===== config.mk =====
export PLATFORM = sky130hd
export DESIGN_NAME = prg_bank_mapper
export DESIGN_NICKNAME = d
export VERILOG_FILES = /design/src/rtl/prg_map_pkg.sv /design/src/rtl/prg_map_ctrl.sv /design/src/rtl/prg_map_datapath.sv /design/src/rtl/prg_bank_mapper.sv
export SDC_FILE = /design/constraint.sdc
export NUM_CORES = 1
export LEC_CHECK = 0
export BUFFER_PORTS_ARGS = -buffer_cell sky130_fd_sc_hd__clkbuf_2
export CORE_AREA = 2 2 103 105
export DETAILED_ROUTE_END_ITERATION = 16
export DIE_AREA = 0 0 105 107
export GPL_ROUTABILITY_DRIVEN = 0
export SYNTH_ARGS = -nofsm -noshare
export SYNTH_HDL_FRONTEND = slang
export SYNTH_SLANG_ARGS = --single-unit

===== constraint.sdc =====
create_clock -name clk -period 5 [get_ports clk]
set_input_delay 0.5 -clock clk [delete_from_list [all_inputs] [get_ports clk]]
set_output_delay 0.5 -clock clk [all_outputs]
set_load 0.01 [all_outputs]

===== src/rtl/prg_map_pkg.sv =====
package prg_map_pkg;

  localparam int REG_DATA_W = 8;
  localparam int REG_IDX_W  = 4;
  localparam int REG_COUNT  = 1 << REG_IDX_W;

  // Register file entries this block decodes
  localparam logic [REG_IDX_W-1:0] IDX_OUTER = 4'h0;
  localparam logic [REG_IDX_W-1:0] IDX_CMD   = 4'h5;
  localparam logic [REG_IDX_W-1:0] IDX_PAGEA = 4'h7;
  localparam logic [REG_IDX_W-1:0] IDX_PAGEB = 4'h8;
  localparam logic [REG_IDX_W-1:0] IDX_PAGEC = 4'h9;
  localparam logic [REG_IDX_W-1:0] IDX_FILL  = 4'hA;
  localparam logic [REG_IDX_W-1:0] IDX_MODE  = 4'hB;

  // Selector codes that route the data port to program pages
  localparam logic [2:0] SEL_PAGEA = 3'd6;
  localparam logic [2:0] SEL_PAGEB = 3'd7;

  localparam int CMD_SWAP_BIT  = 6;
  localparam int MODE_SLOT2_BIT = 6;

  // Bits of the selector retained on a selector write
  localparam logic [REG_DATA_W-1:0] CMD_KEEP = 8'h38;

  // Write request from control to datapath
  typedef struct packed {
    logic                  we;
    logic [REG_IDX_W-1:0]  idx;
    logic [REG_DATA_W-1:0] data;
    logic [REG_DATA_W-1:0] keep;
  } reg_wr_t;

endpackage


===== src/rtl/prg_map_ctrl.sv =====
module prg_map_ctrl
  import prg_map_pkg::*;
#(
  parameter int CPU_AW = 16
) (
  input  logic                  wrEn,
  input  logic [CPU_AW-1:0]     wrAddr,
  input  logic [REG_DATA_W-1:0] wrData,
  input  logic [2:0]            cmdSel,
  output reg_wr_t               wrReq
);

  localparam logic [CPU_AW-1:0] FILE_BASE  = CPU_AW'(16'h4100);
  localparam logic [CPU_AW-1:0] PAIR_MASK  = CPU_AW'(16'hE001);
  localparam logic [CPU_AW-1:0] PAIR_CMD   = CPU_AW'(16'h8000);
  localparam logic [CPU_AW-1:0] PAIR_DATA  = CPU_AW'(16'h8001);

  logic fileHit, cmdHit, dataHit;

  assign fileHit = (wrAddr[CPU_AW-1:REG_IDX_W] == FILE_BASE[CPU_AW-1:REG_IDX_W]);
  assign cmdHit  = ((wrAddr & PAIR_MASK) == PAIR_CMD);
  assign dataHit = ((wrAddr & PAIR_MASK) == PAIR_DATA);

  always_comb begin
    wrReq      = '0;
    wrReq.data = wrData;
    if (wrEn) begin
      if (fileHit) begin
        wrReq.we  = 1'b1;
        wrReq.idx = wrAddr[REG_IDX_W-1:0];
      end else if (cmdHit) begin
        wrReq.we   = 1'b1;
        wrReq.idx  = IDX_CMD;
        wrReq.keep = CMD_KEEP;
      end else if (dataHit) begin
        unique case (cmdSel)
          SEL_PAGEA: begin
            wrReq.we  = 1'b1;
            wrReq.idx = IDX_PAGEA;
          end
          SEL_PAGEB: begin
            wrReq.we  = 1'b1;
            wrReq.idx = IDX_PAGEB;
          end
          default: wrReq.we = 1'b0;
        endcase
      end
    end
  end

endmodule


===== src/rtl/prg_map_datapath.sv =====
module prg_map_datapath
  import prg_map_pkg::*;
#(
  parameter int OUTER_W = 4,
  parameter int PAGE_W  = 13,
  parameter int WIN_W   = 15
) (
  input  logic                   clk,
  input  logic                   rstN,
  input  reg_wr_t                wrReq,
  input  logic                   swapLowSlots,
  input  logic [WIN_W-1:0]       rdAddr,
  output logic [2:0]             cmdSel,
  output logic [OUTER_W+REG_DATA_W+PAGE_W-1:0] romAddr
);

  localparam int BANK_W   = OUTER_W + REG_DATA_W;
  localparam int SLOT_N   = 4;
  localparam int SLOT_W   = $clog2(SLOT_N);
  localparam logic [REG_DATA_W-1:0] SLOT2_FIXED = 8'hFE;
  localparam logic [REG_DATA_W-1:0] SLOT3_FIXED = 8'hFF;
  localparam logic [REG_DATA_W-1:0] WIDE_MASK   = 8'hFF;
  localparam logic [REG_DATA_W-1:0] BASE_MASK   = 8'h3F;

  logic [REG_DATA_W-1:0] regFile [REG_COUNT];

  always_ff @(posedge clk or negedge rstN) begin
    if (!rstN) begin
      for (int i = 0; i < REG_COUNT; i++) regFile[i] <= '0;
    end else if (wrReq.we) begin
      regFile[wrReq.idx] <= (regFile[wrReq.idx] & wrReq.keep) |
                            (wrReq.data & ~wrReq.keep);
    end
  end

  assign cmdSel = regFile[IDX_CMD][2:0];

  // Size-mode mask
  logic [2:0]            sizeMode;
  logic [REG_DATA_W-1:0] bankMask;
  assign sizeMode = regFile[IDX_MODE][2:0];
  always_comb begin
    if (sizeMode == 3'd7) bankMask = WIDE_MASK;
    else                  bankMask = BASE_MASK >> sizeMode;
  end

  // Page sources
  logic [REG_IDX_W-1:0]  idxA, idxB;
  logic [REG_DATA_W-1:0] slotVal [SLOT_N];
  assign idxA = IDX_PAGEA ^ {REG_IDX_W{swapLowSlots}};
  assign idxB = IDX_PAGEB ^ {REG_IDX_W{swapLowSlots}};

  always_comb begin
    slotVal[0] = regFile[idxA];
    slotVal[1] = regFile[idxB];
    slotVal[2] = regFile[IDX_MODE][MODE_SLOT2_BIT] ? regFile[IDX_PAGEC] : SLOT2_FIXED;
    slotVal[3] = SLOT3_FIXED;
  end

  // Per-page bank numbers
  logic [OUTER_W-1:0]    outerBase;
  logic [REG_DATA_W-1:0] fillBits;
  logic [BANK_W-1:0]     slotBank [SLOT_N];
  assign outerBase = regFile[IDX_OUTER][REG_DATA_W-1 -: OUTER_W];
  assign fillBits  = regFile[IDX_FILL] & ~bankMask;

  for (genvar s = 0; s < SLOT_N; s++) begin : g_slot
    assign slotBank[s] = {outerBase, fillBits | (slotVal[s] & bankMask)};
  end

  // Window to page selection with selector swap
  logic [SLOT_W-1:0] win, slotSel;
  logic              swapHi;
  assign win     = rdAddr[PAGE_W +: SLOT_W];
  assign swapHi  = regFile[IDX_CMD][CMD_SWAP_BIT] & ~win[0];
  assign slotSel = win ^ {swapHi, 1'b0};

  assign romAddr = {slotBank[slotSel], rdAddr[PAGE_W-1:0]};

endmodule


===== src/rtl/prg_bank_mapper.sv =====
module prg_bank_mapper
  import prg_map_pkg::*;
#(
  parameter int CPU_AW  = 16,
  parameter int OUTER_W = 4,
  parameter int PAGE_W  = 13,
  localparam int WIN_W  = CPU_AW - 1,
  localparam int ROM_AW = OUTER_W + REG_DATA_W + PAGE_W
) (
  input  logic                  clk,
  input  logic                  rstN,
  input  logic                  swapLowSlots,
  input  logic                  wrEn,
  input  logic [CPU_AW-1:0]     wrAddr,
  input  logic [REG_DATA_W-1:0] wrData,
  input  logic [WIN_W-1:0]      rdAddr,
  output logic [ROM_AW-1:0]     romAddr
);

  reg_wr_t    wrReq;
  logic [2:0] cmdSel;

  prg_map_ctrl #(.CPU_AW(CPU_AW)) u_ctrl (
    .wrEn   (wrEn),
    .wrAddr (wrAddr),
    .wrData (wrData),
    .cmdSel (cmdSel),
    .wrReq  (wrReq)
  );

  prg_map_datapath #(.OUTER_W(OUTER_W), .PAGE_W(PAGE_W), .WIN_W(WIN_W)) u_dp (
    .clk          (clk),
    .rstN         (rstN),
    .wrReq        (wrReq),
    .swapLowSlots (swapLowSlots),
    .rdAddr       (rdAddr),
    .cmdSel       (cmdSel),
    .romAddr      (romAddr)
  );

endmodule


==> Word level (Yosys, flattened, before mapping) <==
Cells that the tools add are included.
{ "classes": {"mux": 26, "reduce_logical": 2, "n_bitwise": 22, "order_cmp": 5, "n_shift": 1, "eq_ne": 6} }
{ "op_table": {"columns": ["cell", "n"], "rows": [
  ["bitwise mux 128 bit", 1],
  ["binary-select mux 8 bit (select 4 bit)", 3],
  ["2-to-1 mux 8 bit", 11],
  ["bitwise AND 8 bit", 6],
  ["bitwise OR 8 bit", 5],
  ["demux 8 bit (select 4 bit)", 1],
  ["binary-select mux 12 bit (select 2 bit)", 1],
  ["2-to-1 mux 12 bit", 2],
  ["2-to-1 mux 5 bit", 4],
  ["NOT 8 bit", 2],
  [">= comparator 5 bit (second input constant)", 3],
  ["NOT 4 -> 5 bit", 3],
  ["equality test 12 x 11 -> 1 bit (second input constant)", 1],
  ["equality test 3 bit (second input constant)", 3],
  ["equality test 4 bit (second input constant)", 2],
  ["one-hot mux 4 bit (2 select lines)", 1],
  ["right shift 6 x 3 -> 8 bit (first input constant)", 1],
  ["2-to-1 mux 6 bit", 1],
  ["less-than comparator 5 x 1 -> 1 bit (second input constant)", 1],
  [">= comparator 3 bit (second input constant)", 1],
  ["NOT 2 -> 3 bit", 1],
  ["NOT 3 bit", 1],
  ["NOT 1 bit", 2],
  ["OR reduction 2 bit", 1],
  ["other kinds (4)", 4]
]} }
{ "word_totals": {"reg_bits": 128, "input_bits": 43, "out_inout_bits": 25, "elab_cells": 78} }

==> Longest topological paths before layout <==
Gate-level depths: netlist (run 1).
{ "depth": {"ltp_word": 14, "mapped_depth": 6, "mapped_depth_nobuf": 5} }

==> Cells and area by module <==
Synthesis (run 1) repeated with hierarchy kept, for this count alone.
{ "unflattened": {"hier_cells": 703, "hier_area_um2": 6675.2} }
{ "by_module_without_submodules": {"columns": ["mod", "cells_each", "seq_area_each_um2", "instances", "area_per_inst_um2"], "rows": [
  ["prg_map_datapath", 666, 3203.1, 1, 6391.1],
  ["prg_map_ctrl", 37, 0.0, 1, 284.0]
]} }

==> Worst setup path after synthesis (run 1) <==
Ideal clock, no wire load.
{ "synth_timing": {"path_kind": "input to output", "start": "input port swapLowSlots", "end": "output port romAddr[18]", "slack_ps": 2712, "arrival_ps": 1788, "required_ps": 4500, "path_buffers": 0, "cell_stages": 5, "cell_sequence": "xor2_1 -> mux2i_1 -> a2bb2oi_1 -> o22ai_1 -> a21oi_1"} }
{ "synth_between": {"elab_chain_cells": 10, "word_cells_on_any_way": 17, "cone_classes": "mux: 9; bitwise: 8"} }
{ "synth_rtl": {"columns": ["element", "line_no", "source"], "rows": [
  ["start, declared", "prg_bank_mapper.sv:12", "input logic swapLowSlots,"],
  ["NOT 1 bit (no source line) / NOT 3 bit (equally long branches)", null, null],
  ["NOT 4 -> 5 bit, on equally long branches", "prg_map_datapath.sv:55, prg_map_datapath.sv:54", null],
  ["binary-select mux 8 bit (select 4 bit), on equally long branches", "prg_map_datapath.sv:55, prg_map_datapath.sv:54", null],
  ["2-to-1 mux 8 bit, on equally long branches (2 in series)", "prg_map_datapath.sv:55, prg_map_datapath.sv:54", null],
  ["bitwise AND 8 bit", "prg_map_datapath.sv:68", "assign slotBank[s] = {outerBase, fillBits | (slotVal[s] & bankMask)};"],
  ["bitwise OR 8 bit", "prg_map_datapath.sv:68", null],
  ["binary-select mux 12 bit (select 2 bit) (*)", "prg_map_datapath.sv:78", "assign romAddr = {slotBank[slotSel], rdAddr[PAGE_W-1:0]};"],
  ["2-to-1 mux 12 bit (not written as such) (*) (2 in series)", "prg_map_datapath.sv:78", null],
  ["end, declared", "prg_bank_mapper.sv:17", "output logic [ROM_AW-1:0] romAddr"]
]} }
Every way passes the cells marked *; elsewhere a longest branch is shown, timed or not. The select of a mux whose other input is x is not followed.

==> Worst setup path after layout (run 1) <==
{ "layout_timing": {"start": "input port rdAddr[13]", "end": "output port romAddr[18]"} }
{ "layout_between": {"elab_chain_cells": 7} }
{ "layout_rtl": {"columns": ["element", "line_no", "source"], "rows": [
  ["start, declared", "prg_bank_mapper.sv:16", "input logic [WIN_W-1:0] rdAddr,"],
  ["NOT 1 bit", "prg_map_datapath.sv:75", "assign swapHi = regFile[IDX_CMD][CMD_SWAP_BIT] & ~win[0];"],
  ["bitwise AND 1 bit", "prg_map_datapath.sv:75", null],
  ["bitwise XOR 2 bit (*)", "prg_map_datapath.sv:76", "assign slotSel = win ^ {swapHi, 1'b0};"],
  ["NOT 2 -> 3 bit (not written as such) (*)", "prg_map_datapath.sv:78", null],
  ["binary-select mux 12 bit (select 2 bit) (*)", "prg_map_datapath.sv:78", null],
  ["2-to-1 mux 12 bit (not written as such) (*) (2 in series)", "prg_map_datapath.sv:78", null]
]} }
Marked as above.

==> results of run 1 <==
[metal layers]
metal,routed length [µm],GRT usage (%)
met2,2690,17.49
met4,49,2.952
met3,271,2.432
met5,0,0
met1,2536,14.30
[worst paths after layout]
| kind | from | to | cells after the start | slack (ns) |
|---|---|---|---|---|
| max | rdAddr[13] | romAddr[18] | 7 | 2.15 |
| max in group asynchronous | rstN | u_dp.regFile[44]$_DFFE_PN0P_ | 2 | 4.34 |
| max reg2reg | u_dp.cmdSel[2]$_DFFE_PN0P_ | u_dp.regFile[47]$_DFFE_PN0P_ | 5 | 2.94 |
| min | rstN | u_dp.regFile[59]$_DFFE_PN0P_ | 2 | 0.28 |
| min reg2reg | u_dp.regFile[55]$_DFFE_PN0P_ | u_dp.regFile[55]$_DFFE_PN0P_ | 1 | 0.50 |
| min in group clk | u_dp.regFile[55]$_DFFE_PN0P_ | u_dp.regFile[55]$_DFFE_PN0P_ | 1 | 0.50 |
[report_power, final]
part / switching (W) / internal (W)
clock: 0.000131 / 0.000151
sequential: 0.00000493 / 0.000364
combinational: 0.0000446 / 0.0000334
[area by class of cell]
cell class	instances	area (µm²)
fillers	1094	7292
multi-input cells	132	1194
flip-flops and latches	44	1101
repair buffers	42	212.7
well taps	136	170.2
clock buffers	5	68.82
clock inverters	3	46.29
inverters	2	7.507
[worst reg2reg max path, delay by kind of cell (launching register included)]
kind            cells  cell delay (ns)
compound gates      2             0.34
flops               1             0.42
mux                 1             0.42
simple gates        2             0.77
[cell usage after synthesis (2+ instances only)]
| cell type | instances | area [µm²] |
|---|---|---|
| a21oi_1 | 6 | 30.03 |
| a221oi_1 | 2 | 17.52 |
| a31o_2 | 2 | 17.52 |
| buf_4 | 17 | 127.6 |
| clkbuf_1 | 5 | 18.77 |
| dfrtp_1 | 44 | 1101 |
| inv_1 | 2 | 7.510 |
| mux2_2 | 46 | 518.0 |
| mux2i_1 | 8 | 80.08 |
| nand2_1 | 12 | 45.04 |
| nand2b_1 | 3 | 18.77 |
| nand3_1 | 4 | 20.02 |
| nand3_2 | 2 | 20.02 |
| nand3b_1 | 3 | 22.52 |
| nor2_1 | 3 | 11.26 |
| nor2b_1 | 2 | 12.51 |
| nor4_4 | 2 | 42.54 |
| nor4b_2 | 2 | 30.03 |
| o21ai_0 | 8 | 40.04 |
| o22ai_1 | 3 | 18.77 |
| xnor2_1 | 2 | 17.52 |
| xor2_1 | 3 | 26.28 |
[per-stage QoR]
step	worst slack, ns	cell area [µm²]	std cells	total power [W]	hold slack, ns
3_5_place_dp	2.110	2685	356	0.0004563	0.4909
3_3_place_gp	2.194	2685	356	0.0004554	0.4820
6_report	2.146	2800	364	0.0007288	0.2768
2_1_floorplan	2.712	2465	202	0.0004340	0.2044
4_1_cts	2.104	2800	364	0.0007368	0.2926
5_1_grt	1.964	2800	364	0.0007662	0.3284
[state kept, by name, indices dropped and copies added, names as in the netlist]
register and cells:
u_dp.cmdSel 3, u_dp.outerBase 4, u_dp.regFile 37
[cells by family (layout without fill, tap and decap cells)]
group | after synthesis | count (layout) | share of synthesized area (%)
AND/OR/NAND/NOR | 45 | 45 | 14.06
flip-flops | 44 | 44 | 44.67
XOR/XNOR | 5 | 5 | 1.777
AO/OA/AOI/OAI | 28 | 28 | 8.326
buffers and inverters | 26 | 52 | 6.903
multiplexers | 54 | 54 | 24.26
==> flow_metrics.py, run 1 <==
metrics = {
    "outcome": {
        "status": "finished, final reports clean",
    },
    "global_route": {
        "grt_pass1_vias": 1781,
        "grt_max_degree": 45,
        "grt_usage_pct": 10.72,
        "antenna_found_initial": 0,
        "overflow": 0,
        "grt_first_pass_wirelength_um": 9356,
    },
    "synthesis": {
        "ys.flop_type": "dfrtp_1",
        "async_reset_ff_share_pct": 100.0,
        "syn_nets": 245,
        "yosysWarnings": 0,
        "synth_cells": 202,
        "synth_area_um2": 2465,
        "seq_area_frac_synth_pct": 44.67,
        "synth_area_per_cell_um2": 12.20,
        "synth_seq_cells": 44,
        "synth_enable_flop_cells": 0,
        "ys_types": 43,
    },
    "clocking": {
        "cts_root_buffer": "clkbuf_8",
        "cts_setup_buffers": 0,
        "hold_buffers": 0,
        "numCtsBuffers": 5,
        "ctsResizeCount": 0,
        "cts_tree": "done",
        "clock_tree.buffer_depth": 2,
        "clkSinkCount": 44,
        "clkLatencyLatePin_ns": 0.30,
        "clk_pin_slew_ns": 0.09,
        "htree_levels": 2,
    },
    "final_layout": {
        "utilization_pct": 27.75,
        "layout-drive-gt1-share_pct": 50.00,
        "layout_common_cells": "mux2_2 (46), dfrtp_1 (44), clkbuf_2 (41)",
        "fin_nets": 270,
        "area_delta_synth_final_pct": 13.60,
        "final_common_cell": "mux2_2",
        "antenna_cells": 0,
    },
    "setup_path": {
        "critPathMaxStageDelay_ns": 0.89,
        "crit_fanout": 8,
        "required_ns": 4.50,
        "path_buf_inv": 2,
        "crit_arrival_ns": 2.35,
        "crit_chain": "clkbuf_2 > xor2_1 > mux2i_1 > a2bb2oi_1 > o22ai_1 > a21oi_1 > clkbuf_2",
        "crit_family": "XOR/XNOR gates",
        "critPathKind": "input port to output port",
        "cp-start-kind": "input port",
        "end_kind": "output port",
        "crit_path_top_delay_cell": "xor2_1",
        "cpMostUsedCell": "clkbuf_2",
    },
    "routing": {
        "drc": 0,
        "ant_nets": 0,
        "wire_per_inst_um": 15.24,
        "dr.first_iter.drc_count": 50,
        "wl_um": 5548,
        "vias": 1619,
        "vias_per_cell": 4.448,
        "dr.pass1.iters": 4,
    },
    "place": {
        "port_buffers": 41,
        "dp_hpwl_um": 4026,
    },
    "timing": {
        "finalHoldViolations": 0,
        "finalSetupTns_ns": 0,
        "setup_violations": 0,
        "period_needed_ns": 2.854,
        "fin_crit_sh_pct": 57.09,
        "relSlewSlack_pct": 23.66,
        "clock.fmax_ghz": 0.3503,
        "rsz0062_at_grt": "no",
        "worst_pin_slew_ns": 1.141,
        "skew_ns": 0.009762,
        "slew_viol_final": 0,
    },
    "power": {
        "vdd_ir_drop_max_uv": 104.7,
        "leakage_nw": 1.347,
        "powerDensity_nw_per_um2": 260.3,
    },
    "job": {
        "drv_cap": 0,
    },
    "floorplanning": {
        "die_area_um2": 11240,
        "die_x_um": 105,
        "fp.dieH_um": 107,
        "ios": 68,
        "coreArea_um2": 10090,
        "rows": 37,
        "initial_utilization_pct": 24.42,
    },
    "worst_hold_path": {
        "min_path_type": "input port to async pin",
    },
}
(Power assumes the default switching activity.)
==> run 2: changes to the inputs <==
==> constraint.sdc (replaced) <==
create_clock -name clk -period 2.75 [get_ports clk]
set_input_delay 0.275 -clock clk [delete_from_list [all_inputs] [get_ports clk]]
set_output_delay 0.275 -clock clk [all_outputs]
set_load 0.01 [all_outputs]
==> flow_metrics.py, run 2 (synthesized netlist as in run 1, its figures left out) <==
metrics = {
    "outcome": {
        "status": "finished, final reports clean",
    },
    "global_route": {
        "antenna_found_initial": 0,
        "overflow": 0,
        "grt_max_degree": 24,
        "grt_usage_pct": 10.65,
        "grt_first_pass_wirelength_um": 9397,
        "grt_pass1_vias": 1837,
    },
    "clocking": {
        "cts_root_buffer": "clkbuf_8",
        "cts_tree": "done",
        "ctsResizeCount": 0,
        "clkSinkCount": 44,
        "htree_levels": 2,
        "clkLatencyLatePin_ns": 0.31,
        "numCtsBuffers": 5,
        "clock_tree.buffer_depth": 2,
        "clk_pin_slew_ns": 0.09,
    },
    "timing": {
        "clock.fmax_ghz": 0.4430,
        "relSlewSlack_pct": 51.01,
        "whs_ns": 0.2812,
        "rsz0062_at_grt": "no",
        "worst_pin_slew_ns": 0.7294,
        "skew_ns": 0.01141,
        "period_needed_ns": 2.258,
        "setup_violations": 0,
        "finalHoldViolations": 0,
        "slew_viol_final": 0,
        "fin_crit_sh_pct": 82.09,
        "finalSetupTns_ns": 0,
    },
    "setup_path": {
        "crit_start": "u_dp.regFile[86]$_DFFE_PN0P_",
        "path_buf_inv": 1,
        "required_ns": 2.48,
        "r2r-end": "u_dp.regFile[44]$_DFFE_PN0P_",
        "r2r_cells": 5,
        "crit_fanout": 7,
        "crit_arrival_ns": 1.98,
        "crit_chain": "xor2_1 > nand3b_1 > a2bb2oi_1 > o22ai_1 > a21oi_1 > clkbuf_2",
        "crit_family": "compound AO/OA/AOI/OAI gates",
        "crit_path_top_delay_cell": "dfrtp_1",
        "cp-start-kind": "flop",
        "r2r-start": "u_dp.cmdSel[0]$_DFFE_PN0P_",
        "end_kind": "output port",
        "critPathKind": "flop to output port",
        "critPathMaxStageDelay_ns": 0.41,
        "r2r_slack_ns": 0.69,
    },
    "floorplanning": {
        "ios": 68,
        "fp.dieH_um": 107,
        "rows": 37,
        "initial_utilization_pct": 24.42,
        "coreArea_um2": 10090,
        "die_x_um": 105,
        "die_area_um2": 11240,
    },
    "final_layout": {
        "fin_nets": 274,
        "top_register": "u_dp.regFile",
        "nFillCells": 1083,
        "final_common_cell": "mux2_2",
        "layout_common_cells": "mux2_2 (46), dfrtp_1 (44), clkbuf_2 (41)",
        "area_delta_synth_final_pct": 14.97,
        "utilization_pct": 28.08,
        "largest_reg_flops": 37,
        "layout-drive-gt1-share_pct": 50.43,
        "antenna_cells": 0,
    },
    "routing": {
        "ant_nets": 0,
        "drc": 0,
        "dr.pass1.iters": 3,
        "wl_um": 5607,
        "wire_per_inst_um": 15.24,
        "vias": 1639,
        "vias_per_cell": 4.454,
        "dr.first_iter.drc_count": 67,
    },
    "power": {
        "switchingPower_w": 0.0003289,
        "leakage_nw": 1.369,
        "p_seq_share_pct": 50.4,
        "power.internal_w": 0.001001,
        "switching_share_pct": 24.74,
        "powerDensity_nw_per_um2": 469.1,
        "p_comb_share_pct": 11.2,
        "clkPwrFrac_pct": 38.4,
        "vdd_ir_drop_max_uv": 219.9,
    },
    "worst_hold_path": {
        "min_path_type": "input port to flop",
        "holdPathStages": 2,
        "hp-start": "wrData[7]",
        "whs_endpoint": "u_dp.regFile[63]$_DFFE_PN0P_",
    },
    "job": {
        "drv_cap": 0,
    },
    "place": {
        "port_buffers": 41,
        "dp_hpwl_um": 4162,
    },
}
-- run 2: worst max path at each step --
stage	to	slack, ns	depth (start not counted)
CTS	romAddr[18]	0.46	6
global placement	u_dp.regFile[44]$_DFFE_PN0P_	0.55	6
detailed placement	u_dp.regFile[44]$_DFFE_PN0P_	0.55	6
global route	romAddr[18]	0.37	6
floorplan	romAddr[18]	0.91	5
finish	romAddr[18]	0.49	6
-- run 2: timing repair --
action                                  in CTS  in global routing
hold endpoints to repair                    21                  0
hold buffers                                 1                  0
endpoints found under the setup margin       0                  0
buffers inserted                             0                  0
-- run 2: worst register-to-register path, cell delays in order, from the launching register on --
cell and delay, ns:
dfrtp_1 0.41, nand3b_1 0.13, a21oi_1 0.09, a21o_1 0.26, nor4_4 0.65, mux2_2 0.41
-- run 2: power by group through the flow --
stage	sequential [W]	combinational, W	clock (W)
detailed placement	0.000684	0.000150	0
finish	0.000671	0.000148	0.000511
floorplan	0.000681	0.000108	0
CTS	0.000671	0.000153	0.000526
global placement	0.000684	0.000148	0
global route	0.000673	0.000165	0.000557
-- run 2: layout make-up --
type | instances | area (µm²) | share of cell area (%)
repair buffers | 46 | 245.2 | 8.653
inverters | 2 | 7.507 | 0.2649
well taps | 136 | 170.2 | 6.004
clock buffers | 5 | 68.82 | 2.428
multi-input cells | 132 | 1194 | 42.12
clock inverters | 3 | 47.55 | 1.678
flip-flops and latches | 44 | 1101 | 38.85
-- run 2: per-stage QoR --
stage	total power (W)	area, µm²	worst slack, ns	std cells
floorplan	0.0007890	2465	0.9123	202
global placement	0.0008320	2708	0.5511	359
detailed placement	0.0008336	2708	0.5488	359
CTS	0.001350	2834	0.4592	368
global route	0.001394	2834	0.3693	368
finish	0.001330	2834	0.4924	368
-- run 2: routing by layer --
layer	vias to the layer above	GRT usage [%]	share of wire, %
met2	21	18.09	49
li1	784	-	-
met5	-	0	0
met4	0	3.905	1.4
met3	8	2.067	3.0
met1	826	13.44	46
